File: config.mk
export PLATFORM = sky130hd
export DESIGN_NAME = bridge_ctl_regs
export DESIGN_NICKNAME = d
export VERILOG_FILES = /design/src/rtl/bcr_pkg.sv /design/src/rtl/bcr_decode.sv /design/src/rtl/bcr_store.sv /design/src/rtl/bcr_rdmux.sv /design/src/rtl/bridge_ctl_regs.sv
export SDC_FILE = /design/constraint.sdc
export NUM_CORES = 1
export LEC_CHECK = 0
export BUFFER_PORTS_ARGS = -buffer_cell sky130_fd_sc_hd__buf_2
export CAP_MARGIN = 25
export CORE_AREA = 2 2 261 263
export CTS_CLUSTER_DIAMETER = 40
export DETAILED_ROUTE_END_ITERATION = 12
export DIE_AREA = 0 0 263 265
export PLACE_DENSITY = 0.81
export RECOVER_POWER = 100
export SLEW_MARGIN = 20
export SYNTH_ARGS = -nofsm -noshare
export SYNTH_HDL_FRONTEND = slang
export SYNTH_SLANG_ARGS = --single-unit
File: constraint.sdc
create_clock -name clk -period 33.8 [get_ports clk]
set_clock_uncertainty 0.05 [all_clocks]
set_input_delay 3.38 -clock clk [delete_from_list [all_inputs] [get_ports clk]]
set_output_delay 3.38 -clock clk [all_outputs]
set_load 0.02 [all_outputs]
File: src/rtl/bcr_pkg.sv
package bcr_pkg;
  localparam int BCR_DW     = 32;
  localparam int BCR_AW     = 7;
  localparam int BCR_IW     = BCR_AW - 2;
  localparam int BCR_NREG   = 28;
  localparam int BCR_STRB_W = BCR_DW / 8;

  // word indices whose behaviour is special
  localparam int IX_GEN   = 1;
  localparam int IX_EDGE  = 9;
  localparam int IX_POL   = 11;
  localparam int IX_ENSET = 12;
  localparam int IX_ENCLR = 13;
  localparam int IX_EN    = 14;
  localparam int IX_ISR   = 15;

  localparam int RST_TRIG_BIT = 2;

  function automatic logic [BCR_DW-1:0] bcr_reset_val(input int idx);
    case (idx)
      0:       return 32'h0000_0C40;
      1:       return 32'h0000_1384;
      2:       return 32'h2BFF_8010;
      3:       return 32'h255E_0091;
      4:       return 32'h0000_6140;
      7, 8:    return 32'h0000_01FF;
      26:      return 32'h0000_0008;
      27:      return 32'h1000_0000;
      default: return '0;
    endcase
  endfunction
endpackage

File: src/rtl/bcr_decode.sv
module bcr_decode
  import bcr_pkg::*;
#(
  parameter int AW   = BCR_AW,
  parameter int IW   = BCR_IW,
  parameter int SW   = BCR_STRB_W,
  parameter int NREG = BCR_NREG
) (
  input  logic          req,
  input  logic          we,
  input  logic [AW-1:0] addr,
  input  logic [SW-1:0] strb,
  output logic [IW-1:0] idx,
  output logic          acc_ok,
  output logic          wr_hit,
  output logic          rd_req
);
  localparam logic [IW:0] LIMIT = (IW+1)'(NREG);

  always_comb begin
    idx    = addr[AW-1:2];
    acc_ok = (strb == {SW{1'b1}}) && (addr[1:0] == 2'b00) && ({1'b0, idx} < LIMIT);
    wr_hit = req && we && acc_ok;
    rd_req = req && !we;
  end
endmodule

File: src/rtl/bcr_store.sv
module bcr_store
  import bcr_pkg::*;
#(
  parameter int DW   = BCR_DW,
  parameter int IW   = BCR_IW,
  parameter int NREG = BCR_NREG
) (
  input  logic          clk,
  input  logic          rst_n,
  input  logic          wr_hit,
  input  logic [IW-1:0] widx,
  input  logic [DW-1:0] wdata,
  output logic [DW-1:0] regs [NREG],
  output logic          reset_req
);
  logic wr_set, wr_clr, trig_rise;

  always_comb begin
    wr_set    = wr_hit && (widx == IW'(IX_ENSET));
    wr_clr    = wr_hit && (widx == IW'(IX_ENCLR));
    trig_rise = wr_hit && (widx == IW'(IX_GEN)) &&
                !regs[IX_GEN][RST_TRIG_BIT] && wdata[RST_TRIG_BIT];
  end

  for (genvar i = 0; i < NREG; i++) begin : g_reg
    if (i == IX_ISR) begin : g_status
      assign regs[i] = '0;
    end else begin : g_store
      logic          ld;
      logic [DW-1:0] nxt;
      if (i == IX_EN) begin : g_en
        always_comb begin
          ld  = wr_set || wr_clr;
          nxt = wr_set ? (regs[i] | wdata) : (regs[i] & ~wdata);
        end
      end else begin : g_plain
        always_comb begin
          ld  = wr_hit && (widx == IW'(i));
          nxt = wdata;
        end
      end
      always_ff @(posedge clk or negedge rst_n) begin
        if (!rst_n)  regs[i] <= bcr_reset_val(i);
        else if (ld) regs[i] <= nxt;
      end
    end
  end

  always_ff @(posedge clk or negedge rst_n) begin
    if (!rst_n) reset_req <= 1'b0;
    else        reset_req <= trig_rise;
  end

  AST_EN_SET: assert property (@(posedge clk) disable iff (!rst_n)
    wr_set |=> ((regs[IX_EN] & $past(wdata)) == $past(wdata)));
  AST_EN_CLR: assert property (@(posedge clk) disable iff (!rst_n)
    wr_clr |=> ((regs[IX_EN] & $past(wdata)) == '0));
  AST_EN_ONLY_ALIAS: assert property (@(posedge clk) disable iff (!rst_n)
    !(wr_set || wr_clr) |=> $stable(regs[IX_EN]));
  AST_RST_ONE_CYCLE: assert property (@(posedge clk) disable iff (!rst_n)
    reset_req |=> !reset_req);
  AST_RST_BIT_SET: assert property (@(posedge clk) disable iff (!rst_n)
    reset_req |-> regs[IX_GEN][RST_TRIG_BIT]);
endmodule

File: src/rtl/bcr_rdmux.sv
module bcr_rdmux
  import bcr_pkg::*;
#(
  parameter int DW   = BCR_DW,
  parameter int IW   = BCR_IW,
  parameter int NREG = BCR_NREG
) (
  input  logic          clk,
  input  logic          rst_n,
  input  logic          rd_req,
  input  logic          acc_ok,
  input  logic [IW-1:0] ridx,
  input  logic [DW-1:0] regs [NREG],
  output logic [DW-1:0] rdata,
  output logic          rvalid
);
  logic [DW-1:0] rdata_nxt;

  always_comb begin
    rdata_nxt = '0;
    if (acc_ok) rdata_nxt = regs[ridx];
  end

  always_ff @(posedge clk or negedge rst_n) begin
    if (!rst_n) begin
      rdata  <= '0;
      rvalid <= 1'b0;
    end else begin
      rvalid <= rd_req;
      if (rd_req) rdata <= rdata_nxt;
    end
  end

  AST_BAD_READ_ZERO: assert property (@(posedge clk) disable iff (!rst_n)
    (rd_req && !acc_ok) |=> (rvalid && rdata == '0));
  AST_RVALID_FOLLOWS: assert property (@(posedge clk) disable iff (!rst_n)
    rd_req |=> rvalid);
endmodule

File: src/rtl/bridge_ctl_regs.sv
module bridge_ctl_regs
  import bcr_pkg::*;
#(
  parameter int DW   = BCR_DW,
  parameter int AW   = BCR_AW,
  parameter int SW   = BCR_STRB_W,
  parameter int NREG = BCR_NREG
) (
  input  logic          clk,
  input  logic          rst_n,
  input  logic          bus_req,
  input  logic          bus_we,
  input  logic [AW-1:0] bus_addr,
  input  logic [SW-1:0] bus_strb,
  input  logic [DW-1:0] bus_wdata,
  output logic [DW-1:0] bus_rdata,
  output logic          bus_rvalid,
  output logic          reset_req,
  output logic [DW-1:0] irq_edge_cfg,
  output logic [DW-1:0] irq_pol_cfg
);
  localparam int IW = AW - 2;

  logic [1:0]    rst_sync;
  logic          core_rst_n;
  logic [IW-1:0] idx;
  logic          acc_ok, wr_hit, rd_req;
  logic [DW-1:0] regs [NREG];

  always_ff @(posedge clk or negedge rst_n) begin
    if (!rst_n) rst_sync <= 2'b00;
    else        rst_sync <= {rst_sync[0], 1'b1};
  end
  assign core_rst_n = rst_sync[1];

  bcr_decode #(.AW(AW), .IW(IW), .SW(SW), .NREG(NREG)) u_decode (
    .req(bus_req), .we(bus_we), .addr(bus_addr), .strb(bus_strb),
    .idx(idx), .acc_ok(acc_ok), .wr_hit(wr_hit), .rd_req(rd_req)
  );

  bcr_store #(.DW(DW), .IW(IW), .NREG(NREG)) u_store (
    .clk(clk), .rst_n(core_rst_n), .wr_hit(wr_hit), .widx(idx),
    .wdata(bus_wdata), .regs(regs), .reset_req(reset_req)
  );

  bcr_rdmux #(.DW(DW), .IW(IW), .NREG(NREG)) u_rdmux (
    .clk(clk), .rst_n(core_rst_n), .rd_req(rd_req), .acc_ok(acc_ok),
    .ridx(idx), .regs(regs), .rdata(bus_rdata), .rvalid(bus_rvalid)
  );

  assign irq_edge_cfg = regs[IX_EDGE];
  assign irq_pol_cfg  = regs[IX_POL];

  AST_EDGE_HOLD: assert property (@(posedge clk) disable iff (!core_rst_n)
    !(wr_hit && idx == IW'(IX_EDGE)) |=> $stable(irq_edge_cfg));
  AST_POL_HOLD: assert property (@(posedge clk) disable iff (!core_rst_n)
    !(wr_hit && idx == IW'(IX_POL)) |=> $stable(irq_pol_cfg));
endmodule

# --- After elaboration in Yosys (flattened, before gate mapping) ---
# Index checks and enable logic that the tools add are counted.
totals:
  regBits: 900
  latchBits: 0
  ram_bits: 0
  mem_bits_ro: 0
  out_inout_bits: 98
  elab_cells: 106
  memories: 0
classes:
  add_sub_neg: 0
  multipliers: 0
  div: 0
  magnitude_cmp: 2
  n_eq_ne: 26
  shifts: 0
  muxes: 5
  n_bitwise: 4
  reduce_logical: 38
op_table:
  columns: ["cell", "n"]
  rows:
  - ["binary-select mux 32 bit (select 5 bit)", 1]
  - ["2-to-1 mux 32 bit", 4]
  - ["== test 5 bit (second input constant)", 12]
  - ["logical AND 1 bit", 33]
  - ["AND 32 bit", 1]
  - ["inverter 32 bit", 1]
  - ["OR 32 bit", 1]
  - ["== test 5 x 4 -> 1 bit (second input constant)", 6]
  - ["== test 5 x 3 -> 1 bit (second input constant)", 4]
  - ["== test 5 x 2 -> 1 bit (second input constant)", 2]
  - ["greater-or-equal comparator 6 bit (second input constant)", 1]
  - ["inverter 5 -> 6 bit", 1]
  - ["== test 5 x 1 -> 1 bit (second input constant)", 1]
  - ["logical NOT 5 bit", 1]
  - ["< comparator 5 bit (second input constant)", 1]
  - ["== test 4 bit (second input constant)", 1]
  - ["logical NOT 1 bit", 2]
  - ["logical NOT 2 bit", 1]
  - ["logical OR 1 bit", 1]

# --- Logic depth before layout (Yosys ltp) ---
logic_depth:
  word_depth: 7
  mapped_depth: 8

# --- By module ---
# Synthesis repeated with hierarchy kept, for this count alone.
unflattened:
  cells_unflattened: 2852
  area_unflattened_um2: 42214.2
modules_own_cells:
  columns: ["module", "instances", "cells_each", "area_each_um2", "seq_area_each_um2"]
  rows:
  - ["bcr_store", 1, 2059, 33260.6, 21717.1]
  - ["bcr_rdmux", 1, 779, 8819.7, 825.8]
  - ["bcr_decode", 1, 11, 80.1, 0.0]
  - ["bridge_ctl_regs", 1, 3, 53.8, 50.0]

# --- Worst setup path after synthesis ---
# No wires, ideal clock.
synth_path:
  path_type: "input-to-reg"
  start: "input port bus_addr[5]"
  end: "register u_store.regs[195] in the netlist's numbering"
  arrival_time_ns: 4.945
  t_required_ns: 33.625
  path_slack_ns: 28.680
  cell_stages: 7
  path_buffers: 3
  cell_sequence: "buf_2 > nor2b_1 > clkbuf_1 > nand4_1 > nor2_1 > buf_2 > mux2_2"
synth_between:
  elab_chain_len: 4
  word_cells_on_any_way: 5
  cone_classes: "order compare (1); eq/ne (1); reduce/logical (3)"
synth_rtl:
  columns: ["element", "line", "text"]
  rows:
  - ["start, declared", "bridge_ctl_regs.sv:13", "input logic [AW-1:0] bus_addr,"]
  - ["< comparator 5 bit", "bcr_decode.sv:22", "acc_ok = (strb == {SW{1'b1}}) && (addr[1:0] == 2'b00) && ({1'b0, idx} < LIMIT);"]
  - ["logical AND 1 bit", "bcr_decode.sv:22", null]
  - ["logical AND 1 bit", "bcr_decode.sv:23", "wr_hit = req && we && acc_ok;"]
  - ["logical AND 1 bit (*)", "bcr_store.sv:38", "ld = wr_hit && (widx == IW'(i));"]
  - ["end signal, assigned by index", "bcr_store.sv:43", "if (!rst_n) regs[i] <= bcr_reset_val(i);"]
  - ["end signal, assigned by index", "bcr_store.sv:44", "else if (ld) regs[i] <= nxt;"]
  - ["end, declared", "bcr_store.sv:13", "output logic [DW-1:0] regs [NREG],"]
# Every way passes the cells marked *; elsewhere a longest branch is shown, timed or not.
# A chain may end at the register's enable or synchronous reset.

==> flow_metrics.env <==
export IMPL_slowest_stage="clkbuf_1"
export IMPL_worst_slack_ns=17.63
export IMPL_cpMostUsedCell="clkbuf_1"
export IMPL_ios=145
export IMPL_dp_cells=3536
export IMPL_cts_tree="built"
export IMPL_violations="max-capacitance violations, max-slew violations"
export IMPL_arrival_ns=15.85
export IMPL_cpPeakStageDelay_ns=6.71
export IMPL_maxCapViolations=47
export IMPL_first_pass_iters=5
export IMPL_synth_fp_nets=2837
export IMPL_slew_headroom_pct=-526
export IMPL_syn_area_per_cell_um2=14.8
export IMPL_ctsResizeCount=0
export IMPL_min_path_type="reg -> reg"
export IMPL_initial_utilization_pct=61.7
export IMPL_synthXorXnorAreaFrac_pct=0
export IMPL_cts_made_buffers=115
export IMPL_p_leak_nw=21.7
export IMPL_async_flop_share_pct=100
export IMPL_synth_edf_count=0
export IMPL_grt_overflow_total=0
export IMPL_chipWidth_um=263
export IMPL_wl_mm=104
export IMPL_r2r_slack_ns=17.63
export IMPL_area_delta_synth_final_pct=10.9
export IMPL_n_antenna_cell=0
export IMPL_final_layout_size_suffix_gt1_share_pct=45.2
export IMPL_core_area_um2=66800
export IMPL_worstSetupStartpointType="register"
export IMPL_status="finished with violations"
export IMPL_postSynthRegisterBits=900
export IMPL_num_fill_cells=4371
export IMPL_die_h_um=265
export IMPL_io_buffers=144
export IMPL_end_kind="async pin"
export IMPL_root_buffer="clkbuf_16"
export IMPL_synthAdderAreaFrac_pct=0
export IMPL_drtIter0Drc=2366
export IMPL_stdcell_count=3758
export IMPL_dp_hpwl_mm=60.8
export IMPL_final_nets=2831
export IMPL_yosys_area_share_simple_pct=3.36
export IMPL_worstSkewPairLatency_ns=0.68
export IMPL_syn_inst=2790
export IMPL_drv_slew=1724
export IMPL_vias=25052
export IMPL_grt_use_total_pct=30.3
export IMPL_place_ws_ns=25.91
export IMPL_drc=0
export IMPL_critPathRequiredTime_ns=33.48
export IMPL_cts_buffer_depth=3
export IMPL_final_cell_mix="dfrtp_1 (843), mux2_2 (781), nand2_1 (228)"
export IMPL_total_power_mw=2.49
export IMPL_synth_flop_cell="dfrtp_1"
export IMPL_muxShareOfSynthArea_pct=34.2
export IMPL_post_route_min_period_ns=16.17
export IMPL_grt_pass1_wl_mm=162
export IMPL_cts_htree_levels=3
export IMPL_ir_drop_mv=0.0534
export IMPL_yosysWarnings=0
export IMPL_cp_max_fo=187
export IMPL_grt_pass1_vias=27263
export IMPL_ys_types=41
export IMPL_rows=95
export IMPL_final_common_cell="dfrtp_1"
export IMPL_tightest_slew_ns=9.39
export IMPL_setup_violations=0
export IMPL_powerDensity_nw_per_um2=54.4
export IMPL_setup_tns_final_ns=0
export IMPL_synth_top_family_by_area="multiplexers"
export IMPL_cts_sinks=900
export IMPL_synth_compound_area_share_pct=3.65
export IMPL_post_cts_setup_buffer_count=0
export IMPL_ys_seq_area_share_pct=54.8
export IMPL_holdBufCountCts=0
export IMPL_gp_congestion=0.800
export IMPL_fmax_ghz=0.0618
export IMPL_clk_pin_slew_ns=0.05
export IMPL_syn_area_um2=41200
export IMPL_path_buf_inv=3
export IMPL_fin_crit_sh_pct=47.9
export IMPL_dieArea_um2=69700
export IMPL_rsz0062_at_grt="false"
export IMPL_antenna_found_initial=1
export IMPL_grt_start_max_net_pins=188
export IMPL_crit_type="reg -> async"
export IMPL_routedWlPerCell_um=27.6
export IMPL_crit_family="buffers and inverters"
export IMPL_antenna_left=0
export IMPL_hold_viol=0
export IMPL_viasPerCell=6.67
export IMPL_path_cells="clkbuf_1, clkbuf_1, clkbuf_1"
[routing by layer]
layer / share of wire [%] / GRT usage [%] / vias up
met5: 0.013 / 0 / -
met4: 3.4 / 11.6 / 2
met3: 7.0 / 6.39 / 267
met2: 49 / 48.7 / 1021
met1: 41 / 41.1 / 13541
li1: - / - / 10221
[flip-flops by register name, summed over array words and instances (netlist names), named ones only]
| signal | count |
|---|---|
| rst_sync | 2 |
| u_store.reset_req | 1 |
| u_rdmux.rdata | 32 |
| u_store.regs | 832 |
| u_rdmux.rvalid | 1 |
[cell usage after synthesis (2+ instances only)]
cell	n	area (µm²)
dfrtp_1	843	21100
mux2_2	794	8940
nand2_1	228	856
mux4_2	192	4320
clkbuf_1	127	477
buf_2	110	551
buf_4	64	480
dfstp_2	57	1500
nand4_1	38	238
o2111ai_1	34	298
a21oi_1	32	160
a221oi_1	32	280
a22o_1	32	280
mux2i_1	32	320
o211ai_1	32	240
o21a_1	32	240
mux2_4	30	450
buf_1	17	63.8
nor2_1	17	63.8
mux2_1	8	90.1
nand3_1	7	35.0
buf_6	4	45.0
and4_1	3	26.3
inv_1	3	11.3
nor2b_1	3	18.8
and3b_1	2	17.5
nand2b_1	2	12.5
nor3_2	2	20.0
[kinds of logic (layout without fill, tap and decap cells)]
logic type,count (synthesis),count (layout)
muxes,1056,1056
DFF,900,900
AOI/OAI and AO/OA,195,195
other,1,1
buffers and inverters,326,421
and+or+nand+nor,312,312
[area by class of cell]
class	count	area, µm²	share of cell area (%)
tap	873	1090	2.39
timing repair buffer	200	908	1.99
inverter	3	13.8	0.0301
sequential	900	22600	49.4
clock buffer	144	3180	6.95
clock inverter	74	1020	2.23
multi-input combinational	1564	16900	37.0
[power by group]
| group | switching [mW] | internal [mW] |
|---|---|---|
| registers | 0.00419 | 1.08 |
| clock network | 0.488 | 0.825 |
| logic | 0.0661 | 0.0222 |
[final timing paths]
kind,start,endpoint,cells past startpoint
hold reg to reg,rst_sync[0],rst_sync[1],0
setup / recovery,rst_sync[1],u_store.regs[880],3
setup reg to reg,rst_sync[1],u_store.regs[880],3
hold / removal,rst_sync[0],rst_sync[1],0
min in group asynchronous,rst_sync[1],u_store.regs[515],0
max in group clk,bus_addr[4],u_store.regs[729],7
[through the flow]
step                hold WS, ns  cell area (µm²)  utilization, %
global route              0.317            45700            68.5
global placement          0.290            42100            63.0
finish                    0.304            45700            68.5
CTS                       0.312            46300            69.4
floorplan                 0.281            41200               -
detailed placement        0.298            42100            63.1
No activity file was read; power rests on OpenSTA's default activity.
